[config.mk]
export PLATFORM = sky130hd
export DESIGN_NAME = jtl_deframer
export DESIGN_NICKNAME = d
export VERILOG_FILES = /design/src/rtl/jtl_pkg.sv /design/src/rtl/jtl_frame_slicer.sv /design/src/rtl/jtl_sample_mapper.sv /design/src/rtl/jtl_deframer.sv
export SDC_FILE = /design/constraint.sdc
export NUM_CORES = 1
export LEC_CHECK = 0
export BUFFER_PORTS_ARGS = -buffer_cell sky130_fd_sc_hd__buf_4
export CORE_MARGIN = 4
export CORE_UTILIZATION = 34
export DETAILED_ROUTE_END_ITERATION = 7
export HOLD_SLACK_MARGIN = 0.12
export PLACE_DENSITY_LB_ADDON = 0.25
export RECOVER_POWER = 100
export SLEW_MARGIN = 20
export SYNTH_ARGS = -nofsm -noshare
export SYNTH_HDL_FRONTEND = slang
export SYNTH_SLANG_ARGS = --single-unit
[constraint.sdc]
create_clock -name clk -period 0.8 [get_ports clk]
set_input_delay 0.04 -clock clk [delete_from_list [all_inputs] [get_ports clk]]
set_output_delay 0.04 -clock clk [all_outputs]
set_load 0.05 [all_outputs]
[src/rtl/jtl_pkg.sv]
package jtl_pkg;

  // octets per frame derived from the link parameters (0 if not exact)
  function automatic int oct_per_frame(input int l, input int m, input int s, input int np);
    if (l <= 0 || (m * s * np) % (8 * l) != 0) return 0;
    return (m * s * np) / (8 * l);
  endfunction

  // F value safe for use as a divisor
  function automatic int safe_frame(input int l, input int m, input int s, input int np);
    int f;
    f = oct_per_frame(l, m, s, np);
    return (f == 0) ? 1 : f;
  endfunction

  function automatic int frames_per_beat(input int opb, input int f);
    return (opb / f == 0) ? 1 : opb / f;
  endfunction

  function automatic int out_width(input int l, input int m, input int s, input int n,
                                   input int np, input int opb);
    return m * s * frames_per_beat(opb, safe_frame(l, m, s, np)) * n;
  endfunction

endpackage

[src/rtl/jtl_frame_slicer.sv]
// Regroups one beat of lane octets into frames, each held MSB-first as a
// single stream word.
module jtl_frame_slicer #(
  parameter int L   = 4,
  parameter int OPB = 4,
  parameter int F   = 1
) (
  input  logic                       clk,
  input  logic                       rst,
  input  logic [L*OPB*8-1:0]         beat,
  output logic [(OPB/F)*L*F*8-1:0]   frames
);
  localparam int FPB  = OPB / F;
  localparam int LW   = OPB * 8;
  localparam int FB   = L * F * 8;

  for (genvar f = 0; f < FPB; f++) begin : g_frame
    for (genvar l = 0; l < L; l++) begin : g_lane
      for (genvar o = 0; o < F; o++) begin : g_oct
        // stream octet index j = l*F + o, placed from the top of the frame
        assign frames[f*FB + FB - 1 - 8*(l*F + o) -: 8] = beat[l*LW + (f*F + o)*8 +: 8];
      end
    end
  end

  // the slicer only permutes octets, so no bit is created or lost
  assert_octet_perm_R4: assert property (@(posedge clk) disable iff (rst)
    $countones(beat) == $countones(frames));

endmodule

[src/rtl/jtl_sample_mapper.sv]
// Cuts frames into NP-bit samples, keeps the top N bits of each, and places
// them converter-major, sample-minor.
module jtl_sample_mapper #(
  parameter int M   = 2,
  parameter int S   = 1,
  parameter int N   = 16,
  parameter int NP  = 16,
  parameter int FPB = 4,
  parameter int FB  = 32
) (
  input  logic                   clk,
  input  logic                   rst,
  input  logic [FPB*FB-1:0]      frames,
  output logic [M*S*FPB*N-1:0]   samples
);
  localparam int SPC = S * FPB;   // samples per converter per beat

  for (genvar f = 0; f < FPB; f++) begin : g_frame
    for (genvar c = 0; c < M; c++) begin : g_conv
      for (genvar s = 0; s < S; s++) begin : g_smp
        localparam int T = c * S + s;
        // top N bits of sample T; low NP-N tail bits are skipped
        assign samples[(c*SPC + f*S + s)*N +: N] = frames[f*FB + FB - 1 - T*NP -: N];
      end
    end
  end

  // dropping tail bits can only remove set bits, never add them
  assert_tail_drop_R7: assert property (@(posedge clk) disable iff (rst)
    $countones(samples) <= $countones(frames));

endmodule

[src/rtl/jtl_deframer.sv]
module jtl_deframer import jtl_pkg::*; #(
  parameter int L   = 4,
  parameter int M   = 2,
  parameter int S   = 1,
  parameter int N   = 16,
  parameter int NP  = 16,
  parameter int OPB = 4
) (
  input  logic                                   clk,
  input  logic                                   rst,
  input  logic [L*OPB*8-1:0]                     lane_data,
  input  logic [M-1:0]                           chan_en,
  output logic                                   smp_valid,
  output logic [out_width(L,M,S,N,NP,OPB)-1:0]   smp_data,
  output logic [M-1:0]                           smp_en
);
  localparam int F_RAW = oct_per_frame(L, M, S, NP);
  localparam int F     = safe_frame(L, M, S, NP);
  localparam int FPB   = frames_per_beat(OPB, F);
  localparam int FB    = L * F * 8;
  localparam int OW    = out_width(L, M, S, N, NP, OPB);

  // elaboration guards on the frame geometry
  if (L * 8 * F_RAW != M * S * NP) begin : g_bad_geometry
    $error("jtl_deframer: L*8*F must equal M*S*NP");
  end
  if (F_RAW != 1 && F_RAW != 2 && F_RAW != 4) begin : g_bad_f
    $error("jtl_deframer: octets per frame must be 1, 2 or 4");
  end
  if (OPB % F != 0) begin : g_bad_opb
    $error("jtl_deframer: octets per beat must be a multiple of F");
  end
  if (N > NP) begin : g_bad_n
    $error("jtl_deframer: resolution cannot exceed bits per sample");
  end

  logic [FPB*FB-1:0] frames;
  logic [OW-1:0]     mapped;

  jtl_frame_slicer #(.L(L), .OPB(OPB), .F(F)) u_slicer (
    .clk    (clk),
    .rst    (rst),
    .beat   (lane_data),
    .frames (frames)
  );

  jtl_sample_mapper #(.M(M), .S(S), .N(N), .NP(NP), .FPB(FPB), .FB(FB)) u_mapper (
    .clk     (clk),
    .rst     (rst),
    .frames  (frames),
    .samples (mapped)
  );

  // single output register stage
  always_ff @(posedge clk) begin
    if (rst) begin
      smp_data <= '0;
      smp_en   <= '0;
    end else begin
      smp_data <= mapped;
      smp_en   <= chan_en;
    end
  end

  assign smp_valid = 1'b1;

  // outputs are cleared after a reset edge
  assert_reset_clear_R1: assert property (@(posedge clk)
    $past(rst) |-> (smp_data == '0 && smp_en == '0));

  // a steady input yields a steady output one edge later
  assert_hold_R3: assert property (@(posedge clk) disable iff (rst)
    (!$past(rst) && $stable(lane_data)) |=> $stable(smp_data));

  // enables follow the input with one cycle of delay
  assert_enable_R9: assert property (@(posedge clk) disable iff (rst)
    !rst |=> (smp_en == $past(chan_en)));

endmodule

==> impl_metrics.py <==
metrics = {
    "routing": {
        "drtIter0Drc": 72,
        "drc_errors": 0,
        "avgRoutedWirePerCell_um": 18.69,
        "vias": 3450,
        "drt-pass1-iter-count": 4,
        "drt_wl_total_um": 15290,
        "final_antenna_net_count": 0,
        "vias_per_cell": 4.218,
    },
    "worst_hold_path": {
        "hold_depth": 3,
        "hold_class": "input port to flop",
    },
    "sta": {
        "finalWorstSetupSlack_ns": -0.2563,
        "period_share": 1.320,
        "fin_crit_ns": 1.056,
        "whs_ns": 0.2903,
        "drv_slew": 0,
        "rsz0062_at_grt": "true",
        "hold_viol_final": 0,
        "setup_viol": 139,
        "timing.setup.tns_ns": -28.51,
        "fmaxAchievable_mhz": 946.7,
    },
    "clock_tree": {
        "post_cts_buffers": 0,
        "cts_tree": "done",
        "cts_max_path_buffers": 2,
        "clkTransAtPathRegs_ns": 0.06,
        "cts_sinks": 130,
        "cts_buffers": 17,
        "htree_levels": 4,
        "clockRootBuffer": "clkbuf_8",
    },
    "die": {
        "die_area_mm2": 0.01198,
        "pin_count": 263,
        "initial_utilization": 0.3532,
        "die_w_um": 109.5,
        "die_h_um": 109.5,
        "coreArea_mm2": 0.009910,
        "rows": 36,
    },
    "grt": {
        "antenna_found_initial": 1,
        "grt_pass1_wl_um": 21420,
        "overflow": 0,
        "grt_pass1_vias": 3976,
        "grt_max_degree": 51,
        "grt_usage": 0.2456,
    },
    "worst_setup_path": {
        "crit_type": "flop to output port",
        "crit_cells": 1,
        "cp_top_family": "flip-flops",
        "slowest_stage": "dfxtp_2",
        "crit_buf_inv": 1,
        "end_kind": "output port",
        "slowest_delay_ns": 0.36,
        "critPathLaunchType": "flop",
        "arrival_ns": 1.02,
        "cp.required_ns": 0.76,
        "critPathMaxFanout": 1,
        "worstPathCellList": "buf_8",
    },
    "yosys": {
        "synth_edf_count": 0,
        "synth_ff_type": "dfxtp_1",
        "yosysSeqAreaShare": 0.7437,
        "synth_area_leaders": "dfxtp_1 (74%), nor2b_1 (23%), buf_2 (1.9%)",
        "ys_async_sr_fraction": 0,
        "syn_area_per_cell_um2": 12.68,
        "netlist_instances": 276,
        "ys_warn_count": 0,
        "yosysTopAreaCell": "dfxtp_1",
        "synthTopCellsByCount": "dfxtp_1 (130), nor2b_1 (130), buf_2 (13)",
        "synth_cell_types": 5,
        "synth_nets": 408,
        "synth_top_area_frac": 0.7437,
        "synth_seq_cells": 130,
        "syn_area_mm2": 0.003500,
    },
    "place": {
        "gp_congestion": 0.6821,
        "place_inst": 658,
        "dp_hpwl_um": 7350,
        "placed_area_mm2": 0.005593,
        "numPortBuffers": 261,
    },
    "final_layout": {
        "syn_to_final_growth_pct": 144.5,
        "final_nets": 807,
        "final_area_mm2": 0.008556,
        "utilization": 0.8634,
        "final_cell_count_no_fill": 818,
        "drive_gt1_frac": 0.6140,
    },
    "run_status": {
        "status": "finished with violations",
        "violations": "setup timing",
    },
    "power": {
        "power_density_mw_per_mm2": 2119,
        "p_leak_nw": 3.811,
        "peakVddDrop_mv": 1.223,
    },
    "flow_run": {
        "drv_cap": 0,
    },
}
-- layout by cell type, fill, tap and decap left out, types with 3 or more instances in the layout --
cell,count
buf_4,131
buf_6,6
buf_8,126
clkbuf_16,16
clkbuf_8,4
clkinv_2,3
dfxtp_2,130
dlygate4sd3_1,131
nor2b_1,130
-- flip-flops by register name (all words and copies together), names as in the netlist --
| signal | flops |
|---|---|
| smp_data | 128 |
| smp_en | 2 |
-- what timing repair did --
item                                    4_1_cts  5_1_grt
gates resized for setup                     362       23
endpoints found under the hold margin       130        0
hold buffers                                131        0
endpoints found under the setup margin      130      134
-- layer usage --
layer | routed length [um] | global-route usage | vias up
li1 | - | - | 1620
met1 | 4965 | 0.2324 | 1608
met2 | 8449 | 0.4712 | 195
met3 | 1515 | 0.09102 | 27
met4 | 357 | 0.09973 | 0
met5 | 0 | 0 | -
-- worst paths after layout --
| path | start | endpoint |
|---|---|---|
| worst min-delay path | lane_data[2] | smp_data[10]$_SDFF_PP0_ |
| worst max-delay path | smp_data[39]$_SDFF_PP0_ | smp_data[39] |
-- cell type report --
cell class                 instances  area (um^2)
timing repair buffer             395         4259
tap                              133        166.4
fill                             410         1354
sequential                       130         2765
multi-input combinational        131        817.0
clock inverter                     6        82.58
clock buffer                      22        462.9
antenna                            1        2.502
-- cells by family after synthesis --
family / Yosys count / share of synthesized area
flip-flops: 130 / 0.7437
AND/OR/NAND/NOR: 130 / 0.2324
buffers and inverters: 15 / 0.02288
other: 1 / 0.001072
-- tightest hold or removal path, cell delays in order --
cell	delay, ns
dlygate4sd3_1	0.52
buf_4	0.10
nor2b_1	0.10
-- power by group --
part	internal [mW]	switching (mW)
Clock	4.59	2.62
Sequential	6.91	0.252
Combinational	1.89	1.86
-- metrics by stage --
stage          setup WS, ns  power [mW]
5_1_grt             -0.2973       18.66
4_1_cts             -0.2575       17.94
6_report            -0.2563       18.13
2_1_floorplan        0.1727       8.610
3_5_place_dp         0.1066       9.720
3_3_place_gp         0.1341       9.691
Power figures use the tool's default switching activity.
